## src/rtl/bus_arbiter.sv

```systemverilog
module bus_arbiter #(
  parameter int MAX_CYC = 4,
  parameter int MIN_LOW = 2,
  localparam int CW = $clog2(MAX_CYC + 1)
) (
  input  logic          clk,
  input  logic          rst_n,
  input  logic          ext_req,
  input  logic          ext_ack,
  input  logic          op_start,
  input  logic [CW-1:0] op_len,
  input  logic          cyc_done,
  input  logic          rmw_lock,
  output logic          bus_grant,
  output logic          cpu_bus_ok,
  output logic          drive_en,
  output logic          drive_high
);

  localparam int LW = $clog2(MIN_LOW + 1);

  typedef enum logic [1:0] {S_CPU, S_PRE, S_GNT, S_EXT} st_t;

  st_t           st_q, st_d;
  logic [CW-1:0] rem_q;
  logic [LW-1:0] lo_q;
  logic          idle_now, lo_ok, take;

  assign idle_now   = (rem_q == '0) || ((rem_q == CW'(1)) && cyc_done);
  assign lo_ok      = (int'(lo_q) + 1) >= MIN_LOW;
  assign take       = (st_q == S_CPU) && ext_req && !rmw_lock && idle_now && lo_ok;

  assign bus_grant  = (st_q == S_PRE) || (st_q == S_GNT);
  assign cpu_bus_ok = (st_q == S_CPU) && (!ext_req || rmw_lock);
  assign drive_en   = (st_q == S_CPU) || (st_q == S_PRE);
  assign drive_high = (st_q == S_PRE);

  always_comb begin
    st_d = st_q;
    case (st_q)
      S_CPU: if (take) st_d = S_PRE;
      S_PRE: st_d = S_GNT;
      S_GNT: if (ext_ack || !ext_req) st_d = S_EXT;
      S_EXT: if (!ext_ack && !ext_req) st_d = S_CPU;
      default: st_d = S_CPU;
    endcase
  end

  always_ff @(posedge clk or negedge rst_n) begin
    if (!rst_n) begin
      st_q  <= S_CPU;
      rem_q <= '0;
      lo_q  <= LW'(MIN_LOW);
    end else begin
      st_q <= st_d;
      if (op_start && cpu_bus_ok)
        rem_q <= op_len;
      else if (cyc_done && rem_q != '0)
        rem_q <= rem_q - CW'(1);
      if (bus_grant)
        lo_q <= '0;
      else if (int'(lo_q) < MIN_LOW)
        lo_q <= lo_q + LW'(1);
    end
  end


  predrive_first_chk: assert property (@(posedge clk) disable iff (!rst_n)
    $rose(bus_grant) |-> (drive_high && drive_en));


  predrive_once_chk: assert property (@(posedge clk) disable iff (!rst_n)
    drive_high |=> (bus_grant && !drive_en && !drive_high));


  operand_hold_chk: assert property (@(posedge clk) disable iff (!rst_n)
    (!bus_grant && rem_q > CW'(1)) |=> !bus_grant);


  lock_hold_chk: assert property (@(posedge clk) disable iff (!rst_n)
    (!bus_grant && rmw_lock) |=> !bus_grant);


  ack_release_chk: assert property (@(posedge clk) disable iff (!rst_n)
    (bus_grant && !drive_en && ext_ack) |=> !bus_grant);


  regain_chk: assert property (@(posedge clk) disable iff (!rst_n)
    (!bus_grant && !drive_en && !ext_ack && !ext_req) |=> (drive_en && !bus_grant));


  owner_excl_chk: assert property (@(posedge clk) disable iff (!rst_n)
    cpu_bus_ok |-> (drive_en && !drive_high && !bus_grant));

  generate
    if (MIN_LOW >= 2) begin : g_low

      low_min_chk: assert property (@(posedge clk) disable iff (!rst_n)
        $fell(bus_grant) |=> !bus_grant);
    end
  endgenerate

endmodule

```

## config.mk

```make
export PLATFORM = sky130hd
export DESIGN_NAME = bus_arbiter
export DESIGN_NICKNAME = d
export VERILOG_FILES = /design/src/rtl/bus_arbiter.sv
export SDC_FILE = /design/constraint.sdc
export NUM_CORES = 1
export LEC_CHECK = 0
export BUFFER_PORTS_ARGS = -buffer_cell sky130_fd_sc_hd__buf_2
export CELL_PAD_IN_SITES_DETAIL_PLACEMENT = 1
export CELL_PAD_IN_SITES_GLOBAL_PLACEMENT = 2
export CORE_ASPECT_RATIO = 1.4
export CORE_UTILIZATION = 29
export DETAILED_ROUTE_END_ITERATION = 7
export PLACE_DENSITY = 0.82
export REMOVE_ABC_BUFFERS = 1
export SYNTH_ARGS = -nofsm -noshare
export SYNTH_HDL_FRONTEND = slang
export SYNTH_SLANG_ARGS = --single-unit
```

## constraint.sdc

```tcl
create_clock -name clk -period 2.3 [get_ports clk]
set_clock_uncertainty 0.2 [all_clocks]
set_input_delay 0.345 -clock clk [delete_from_list [all_inputs] [get_ports clk]]
set_output_delay 0.345 -clock clk [all_outputs]
set_load 0.02 [all_outputs]
```

==> metrics.cfg, run 1 <==
[timing]
finalCriticalPeriod_ns = 1.92
max_slew_margin_pct = 72.5
tightest_slew_ns = 0.408
setup_viol = 0
hold_viol_final = 0
holdWs_ns = 0.120
fin_setup_tns_ns = 0
drv_slew = 0
period_share_pct = 83.6
rsz0062_at_grt = false
fmax_ghz = 0.520

[global_routing]
use_met1_pct = 15.4
grt_util_met3_pct = 3.78
grt_max_degree = 8
grt_pass1_vias = 520
antenna_found_initial = 0
grt_pass1_wl_um = 2080
grt_use_total_pct = 14.9
grt_use_met2_pct = 26.8
top_usage_layer = met2
overflow = 0

[die]
core_area_um2 = 1760
die_area_um2 = 2040
rows = 18
die_width_um = 38.4
io_pins = 14
die_h_um = 53.0
start_util_pct = 30.7

[placed_design]
dp_hpwl_um = 999
numPortBuffers = 13
place.gp.congestion = 0.642

[route]
drtPass1Iterations = 4
drt_iter0_drc = 3
wl_um = 1180
avgRoutedWirePerCell_um = 12.3
viasPerCell = 5.00
drc_errors = 0
detail-route-antenna-nets = 0
num_vias = 480

[synth]
ys_ff_latch = 7
synth_cell_types = 25
ys_seq_area_share_pct = 32.7
synthArstFlopShare_pct = 100
yosysWarnings = 0
syn_inst = 58
syn_area_per_cell_um2 = 9.30
syn-cell-area_um2 = 539
yosys_most_used_dff = dfrtp_1
synth-edff-count = 0

[pwr]
p_sw_w = 0.000419
swShare_pct = 45.7
p_leak_nw = 0.339
p_clk_share_pct = 12.6
pwr_density_cell_nw_per_um2 = 1370
p_seq_share_pct = 27.4
comb_power_share_pct = 60.0
max-vdd-ir-drop_mv = 0.497
intPower_w = 0.000498

[clock_tree]
cts_resized = 0
clockBufferDepth = 2
numCtsBuffers = 3
clk_pin_slew_ns = 0.06
cts_tree = built
htree_levels = 1
clk_latency_ns = 0.26
cts-root-buf = clkbuf_4
cts_setup_buffers = 0
cts.sinks = 7
hold_buffers = 1

[critical_path]
crit_path_end_kind = primary output
cp-start-kind = flip-flop
arrival_ns = 1.38
worstPathMaxFanout = 5
crit_required_ns = 1.75
critPathKind = reg2out

[final_layout]
final_cell_mix = 13 x buf_2, 8 x inv_1, 8 x ha_1
final_common_cell = buf_2
num_antenna_cells = 0
drive_above_1_share_pct = 31.6
postLayoutCoreUtil_pct = 38.0
area_growth_pct = 23.7
final_nets = 95

[hold_path]
hp-class = in2reg

[run]
maxCapViolations = 0

[outcome]
outcome = complete, no violations

cells in the mapped netlist (2+ instances only):
cell	instances	share of area, %
ha_1	8	19
inv_1	8	5.6
dfrtp_1	6	28
nor2_1	6	4.2
o21ai_0	3	2.8
a211oi_1	2	2.8
a21o_1	2	2.8
a21oi_1	2	1.9
a31oi_1	2	2.3
nor2b_1	2	2.3
nor4_1	2	2.3
or3_1	2	2.3
area by class of cell:
type	count	area (µm²)
clock inverters	1	5.00
multi-input cells	42	329
fillers	225	1090
well taps	20	25.0
flip-flops and latches	7	176
repair buffers	14	75.1
clock buffers	3	22.5
inverters	9	33.8
power groups by stage:
stage	sequential [W]	clock, W	combinational, W
floorplan	0.000239	0	0.000425
global placement	0.000251	0	0.000552
detailed placement	0.000255	0	0.000560
CTS	0.000253	0.000121	0.000564
global route	0.000258	0.000126	0.000636
finish	0.000251	0.000115	0.000550
path summary, 6_finish.rpt:
kind                                              to                start  slack, ns  cells after the start
worst max-delay path                        drive_en  st_q[0]$_DFFE_PN0P_       0.38                      4
worst min-delay path            rem_q[2]$_DFFE_PN0P_            op_len[2]       0.12                      2
worst max register to register  rem_q[2]$_DFFE_PN0P_  st_q[0]$_DFFE_PN0P_       0.47                      5
worst min register to register   lo_q[1]$_DFFE_PN1P_  lo_q[1]$_DFFE_PN1P_       0.30                      2
max in group asynchronous        lo_q[1]$_DFFE_PN1P_                rst_n       1.41                      2
min in group asynchronous        lo_q[0]$_DFFE_PN0P_                rst_n       0.25                      2
state kept, by name (all words and copies together) (netlist names):
signal and count:
rem_q 3, lo_q 2, st_q 2
through the flow:
step | cell area, µm² | std cells | setup slack, ns | total power [W]
after floorplan | 539 | 58 | 0.559 | 0.000664
after global routing | 667 | 96 | 0.281 | 0.00102
after detailed placement | 629 | 91 | 0.469 | 0.000815
final | 667 | 96 | 0.377 | 0.000917
after global placement | 629 | 91 | 0.509 | 0.000803
after CTS | 667 | 96 | 0.361 | 0.000938
cell families (layout without fill, tap and decap cells):
logic type               after synthesis  after routing  share of synthesized area [%]
AO/OA/AOI/OAI                         13             13                           15.8
XOR/XNOR                               1              1                           1.62
adder cells (fa/ha/maj)                8              8                           18.6
buffers and inverters                  9             27                           6.26
flip-flops                             7              7                           32.7
multiplexers                           2              2                           4.87
AND/OR/NAND/NOR                       18             18                           20.2
layer usage:
metal / part of all wire [%] / vias to the layer above
li1: - / 239
met1: 41 / 228
met2: 54 / 11
met3: 4.1 / 2
met4: 0.68 / 0
met5: 0 / -
worst max-delay path: stages, from the launching register on:
cell and delay [ns]:
dfrtp_1 0.42, inv_1 0.09, ha_1 0.24, or2_1 0.23, buf_2 0.15
No activity file was read; power rests on OpenSTA's default activity.
==> run 2: changes to the inputs <==
==> constraint.sdc (replaced) <==
create_clock -name clk -period 2 [get_ports clk]
set_clock_uncertainty 0.2 [all_clocks]
set_input_delay 0.3 -clock clk [delete_from_list [all_inputs] [get_ports clk]]
set_output_delay 0.3 -clock clk [all_outputs]
set_load 0.02 [all_outputs]
==> metrics.cfg, run 2 (same netlist as run 1, synthesis figures left out) <==
[route]
drt_iter0_drc = 8  ; +5
num_vias = 475  ; -1.0%
avgRoutedWirePerCell_um = 12.9  ; +4.8%
viasPerCell = 4.95  ; -1.0%
drc_errors = 0  ; unchanged
detail-route-antenna-nets = 0  ; unchanged
wl_um = 1240  ; +4.8%
drtPass1Iterations = 2  ; -2

[die]
die_width_um = 38.4  ; unchanged
rows = 18  ; unchanged
io_pins = 14  ; unchanged
die_h_um = 53.0  ; unchanged
core_area_um2 = 1760  ; unchanged
die_area_um2 = 2040  ; unchanged
start_util_pct = 30.7  ; unchanged

[timing]
max_slew_margin_pct = 69.8  ; -2.8 points
fmax_ghz = 0.528
period_share_pct = 94.8
tightest_slew_ns = 0.449  ; +0.0413 ns
fin_setup_tns_ns = 0  ; unchanged
hold_viol_final = 0  ; unchanged
rsz0062_at_grt = false
setup_viol = 0  ; unchanged
holdWs_ns = 0.0712  ; -0.0484 ns
finalCriticalPeriod_ns = 1.90
drv_slew = 0  ; unchanged

[critical_path]
worstPathMaxFanout = 5  ; unchanged
r2r_start = st_q[0]$_DFFE_PN0P_
cp-start-kind = flip-flop
arrival_ns = 1.40  ; +0.02 ns
critPathKind = reg2out
cpPeakStageDelay_ns = 0.42  ; about the same
r2r-end = rem_q[2]$_DFFE_PN0P_
crit_required_ns = 1.50  ; -0.25 ns
r2r_slack_ns = 0.15  ; -0.32 ns
cp_cell_sequence = inv_1, ha_1, or2_1, buf_2
crit_path_end_kind = primary output
cp_slowest_cell = dfrtp_1
r2r_cells = 5  ; unchanged

[final_layout]
largest_register_ffs = 3  ; unchanged
top_regs = rem_q (3), lo_q (2), st_q (2)
final_nets = 95  ; unchanged
num_antenna_cells = 0  ; unchanged
final_common_cell = buf_2
area_growth_pct = 23.7  ; unchanged
final_cell_mix = 13 x buf_2, 8 x inv_1, 8 x ha_1
regMostFlops = rem_q
drive_above_1_share_pct = 31.6  ; unchanged

[pwr]
p_seq_share_pct = 27.3  ; about the same
max-vdd-ir-drop_mv = 0.585  ; +18%
p_clk_share_pct = 12.6  ; about the same
power_w = 0.00107  ; +17%
swShare_pct = 46.4  ; +0.74 points
pwr_density_cell_nw_per_um2 = 1600  ; +17%
intPower_w = 0.000572  ; +15%
comb_power_share_pct = 60.1  ; about the same
p_sw_w = 0.000496  ; +18%
p_leak_nw = 0.339  ; unchanged

[clock_tree]
cts_tree = built
cts_setup_buffers = 0  ; unchanged
clockBufferDepth = 2  ; unchanged
cts.sinks = 7  ; unchanged
clk_pin_slew_ns = 0.06  ; about the same
clk_latency_ns = 0.26  ; about the same
cts-root-buf = clkbuf_4
cts_resized = 0  ; unchanged
numCtsBuffers = 3  ; unchanged
htree_levels = 1  ; unchanged

[placed_design]
numPortBuffers = 13  ; unchanged
place.gp.congestion = 0.630  ; -1.8%
dp_hpwl_um = 1060  ; +6.5%

[hold_path]
hold_path_end = rem_q[2]$_DFFE_PN0P_
hold_path_depth = 2  ; unchanged
hold_start = op_len[2]
hp-class = in2reg

[global_routing]
overflow = 0  ; unchanged
grt_pass1_wl_um = 2060  ; -0.96%
antenna_found_initial = 0  ; unchanged
grt_use_total_pct = 14.9  ; +0.060 points
grt_pass1_vias = 501  ; -3.7%
grt_max_degree = 8  ; unchanged

[outcome]
outcome = complete, no violations

[run]
maxCapViolations = 0  ; unchanged

-- run 2: cell counts in the layout (fill, tap and decap cells not counted) --
Identical to the previous run, type by type.
-- run 2: how the worst max path moves through the flow --
stage,startpoint,endpoint,slack (ns),depth (start not counted)
after global routing,st_q[0]$_DFFE_PN0P_,drive_en,0.005,4
after global placement,st_q[1]$_DFFE_PN0P_,rem_q[2]$_DFFE_PN0P_,0.21,5
final,st_q[0]$_DFFE_PN0P_,drive_en,0.10,4
after CTS,st_q[0]$_DFFE_PN0P_,drive_en,0.07,4
after floorplan,st_q[1]$_DFFE_PN0P_,rem_q[2]$_DFFE_PN0P_,0.26,5
after detailed placement,st_q[0]$_DFFE_PN0P_,rem_q[2]$_DFFE_PN0P_,0.14,5
-- run 2: what timing repair did --
action                     in CTS  in global routing
setup endpoints to repair       0                  0
hold endpoints to repair        7                  0
hold buffers                    1                  0
-- run 2: critical path: cells and delay by family, from the launching register on --
family	cells	cell delay, ns
DFF	1	0.42
buffers and inverters	2	0.24
adders and majority gates	1	0.24
and+or+nand+nor	1	0.23
-- run 2: cell type report --
type,instances,area [µm²]
Clock inverter,1,5.00
Tap cell,20,25.0
Timing Repair Buffer,14,75.1
Sequential cell,7,176
Clock buffer,3,22.5
Multi-Input combinational cell,42,329
Inverter,9,33.8
Fill cell,224,1090
-- run 2: layer usage --
metal	vias up	share of wire [%]	global-route usage [%]
li1	236	-	-
met1	226	38	15.1
met2	13	56	27.1
met3	0	5.1	4.20
met4	0	0	6.90
met5	-	0	0
-- run 2: through the flow --
| step | instance area (µm²) | std cells | setup slack, ns | util, % |
|---|---|---|---|---|
| floorplan | 539 | 58 | 0.259 | - |
| global placement | 629 | 91 | 0.206 | 35.8 |
| detailed placement | 629 | 91 | 0.144 | 35.8 |
| CTS | 667 | 96 | 0.0712 | 38.0 |
| global route | 667 | 96 | 0.00454 | 38.0 |
| finish | 667 | 96 | 0.105 | 38.0 |
-- run 2: power by group through the flow --
stage	Clock [W]	Combinational [W]	Sequential [W]
after detailed placement	0	0.000651	0.000297
after floorplan	0	0.000489	0.000275
after global placement	0	0.000637	0.000288
after global routing	0.000152	0.000732	0.000301
final	0.000134	0.000642	0.000292
after CTS	0.000141	0.000657	0.000295
==> run 3: changes to the inputs <==
--- a/config.mk
+++ b/config.mk
@@ -11,6 +11,7 @@
 export CORE_ASPECT_RATIO = 1.4
 export CORE_UTILIZATION = 29
 export DETAILED_ROUTE_END_ITERATION = 7
+export GPL_TIMING_DRIVEN = 0
 export PLACE_DENSITY = 0.82
 export REMOVE_ABC_BUFFERS = 1
 export SYNTH_ARGS = -nofsm -noshare
==> metrics.cfg, run 3 (same netlist as run 1, synthesis figures left out) <==
[outcome]
outcome = complete, no violations

[final_layout]
largest_register_ffs = 3  ; unchanged
drive_above_1_share_pct = 30.3  ; -1.3 points
top_regs = rem_q (3), lo_q (2), st_q (2)
num_antenna_cells = 0  ; unchanged
final_nets = 95  ; unchanged
fill_cells = 220  ; -1.8%
regMostFlops = rem_q
area_growth_pct = 23.4
postLayoutCoreUtil_pct = 37.9  ; -0.071 points
final_cell_mix = 13 x buf_2, 8 x inv_1, 8 x ha_1
final_common_cell = buf_2

[route]
wl_um = 1180  ; -5.0%
num_vias = 475  ; unchanged
drc_errors = 0  ; unchanged
drt_iter0_drc = 1  ; -7
detail-route-antenna-nets = 0  ; unchanged
drtPass1Iterations = 2  ; unchanged
viasPerCell = 4.95  ; unchanged
avgRoutedWirePerCell_um = 12.3  ; -5.0%

[critical_path]
worstPathMaxFanout = 5  ; unchanged
cp_cell_sequence = inv_1, ha_1, or2_1, buf_2
r2r_start = st_q[1]$_DFFE_PN0P_
cp_slowest_cell = dfrtp_1
crit_required_ns = 1.50  ; about the same
arrival_ns = 1.41  ; about the same
r2r-end = rem_q[2]$_DFFE_PN0P_
cpPeakStageDelay_ns = 0.42  ; about the same
r2r_slack_ns = 0.12  ; -0.03 ns
cpLargestDelayFamily = flip-flops
crit_path_end_kind = primary output
r2r_cells = 5  ; unchanged
cp-start-kind = flip-flop
cp.depth = 4  ; unchanged
crit_buf_inv = 2  ; unchanged
critPathKind = reg2out

[clock_tree]
numCtsBuffers = 3  ; unchanged
cts-root-buf = clkbuf_4
clockBufferDepth = 2  ; unchanged
cts_resized = 0  ; unchanged
cts_tree = built
clk_latency_ns = 0.25  ; about the same
hold_buffers = 1  ; unchanged
clk_pin_slew_ns = 0.05  ; about the same
cts_setup_buffers = 0  ; unchanged
htree_levels = 1  ; unchanged
cts.sinks = 7  ; unchanged

[placed_design]
numPortBuffers = 13  ; unchanged
place.gp.congestion = 0.655  ; +4.0%
dp_hpwl_um = 987  ; -7.2%

[global_routing]
grt_use_total_pct = 14.6  ; -0.36 points
grt_max_degree = 8  ; unchanged
grt_pass1_wl_um = 2030  ; -1.4%
antenna_found_initial = 0  ; unchanged
overflow = 0  ; unchanged
grt_pass1_vias = 503  ; +0.40%

[die]
die_area_um2 = 2040  ; unchanged
die_width_um = 38.4  ; unchanged
rows = 18  ; unchanged
start_util_pct = 30.7  ; unchanged
io_pins = 14  ; unchanged
die_h_um = 53.0  ; unchanged
core_area_um2 = 1760  ; unchanged

[timing]
fin_setup_tns_ns = 0  ; unchanged
setup_viol = 0  ; unchanged
finalCriticalPeriod_ns = 1.91  ; +0.00997 ns
rsz0062_at_grt = false
max_slew_margin_pct = 72.2  ; +2.5 points
tightest_slew_ns = 0.412  ; -0.0364 ns
hold_viol_final = 0  ; unchanged
drv_slew = 0  ; unchanged
period_share_pct = 95.3  ; +0.50 points
holdWs_ns = 0.0776  ; +0.00636 ns
fmax_ghz = 0.525  ; -0.52%

[pwr]
p_leak_nw = 0.336  ; -0.81%
max-vdd-ir-drop_mv = 0.556  ; -5.0%
pwr_density_cell_nw_per_um2 = 1580  ; -1.5%

[hold_path]
hold_path_end = rem_q[2]$_DFFE_PN0P_
hold_start = op_len[2]
hold_path_depth = 2  ; unchanged
hp-class = in2reg

[run]
maxCapViolations = 0  ; unchanged

==> run 3: cell types whose count changed in the layout (fill, tap and decap cells not counted) <==
cell and change:
clkbuf_1 +1, clkinv_2 -1
==> run 3: metal layers <==
metal / GRT usage, % / share of wire (%) / vias to the layer above
met5: 0 / 0 / -
met4: 8.62 / 0 / 0
met3: 2.52 / 3.6 / 0
met2: 26.3 / 53 / 11
met1: 15.0 / 43 / 228
li1: - / - / 236
==> run 3: worst max-delay path by stage <==
stage | startpoint | to | slack, ns
after floorplan | st_q[1]$_DFFE_PN0P_ | rem_q[2]$_DFFE_PN0P_ | 0.26
after global placement | st_q[1]$_DFFE_PN0P_ | rem_q[2]$_DFFE_PN0P_ | 0.16
after detailed placement | st_q[1]$_DFFE_PN0P_ | rem_q[2]$_DFFE_PN0P_ | 0.12
after CTS | st_q[0]$_DFFE_PN0P_ | drive_en | 0.07
after global routing | st_q[0]$_DFFE_PN0P_ | drive_en | 0.007
final | st_q[0]$_DFFE_PN0P_ | drive_en | 0.09
==> run 3: area by class of cell <==
type,instances,area (µm²),share of cell area (%)
clock buffer,4,26.3,3.95
timing repair buffer,14,75.1,11.3
tap,20,25.0,3.76
inverter,9,33.8,5.08
sequential,7,176,26.5
multi-input combinational,42,329,49.4
==> run 3: where the power goes <==
group	switching, W	internal [W]	leakage, nW
clock	0.0000532	0.0000762	0.0150
combinational	0.000356	0.000271	0.238
sequential	0.0000690	0.000225	0.0829
==> run 3: per-stage QoR <==
step	setup WS, ns	area, µm²	power, W	std cells
after floorplan	0.259	539	0.000764	58
after global placement	0.157	629	0.000908	91
after detailed placement	0.115	629	0.000939	91
after CTS	0.0652	666	0.00108	96
after global routing	0.00721	666	0.00118	96
final	0.0950	666	0.00105	96
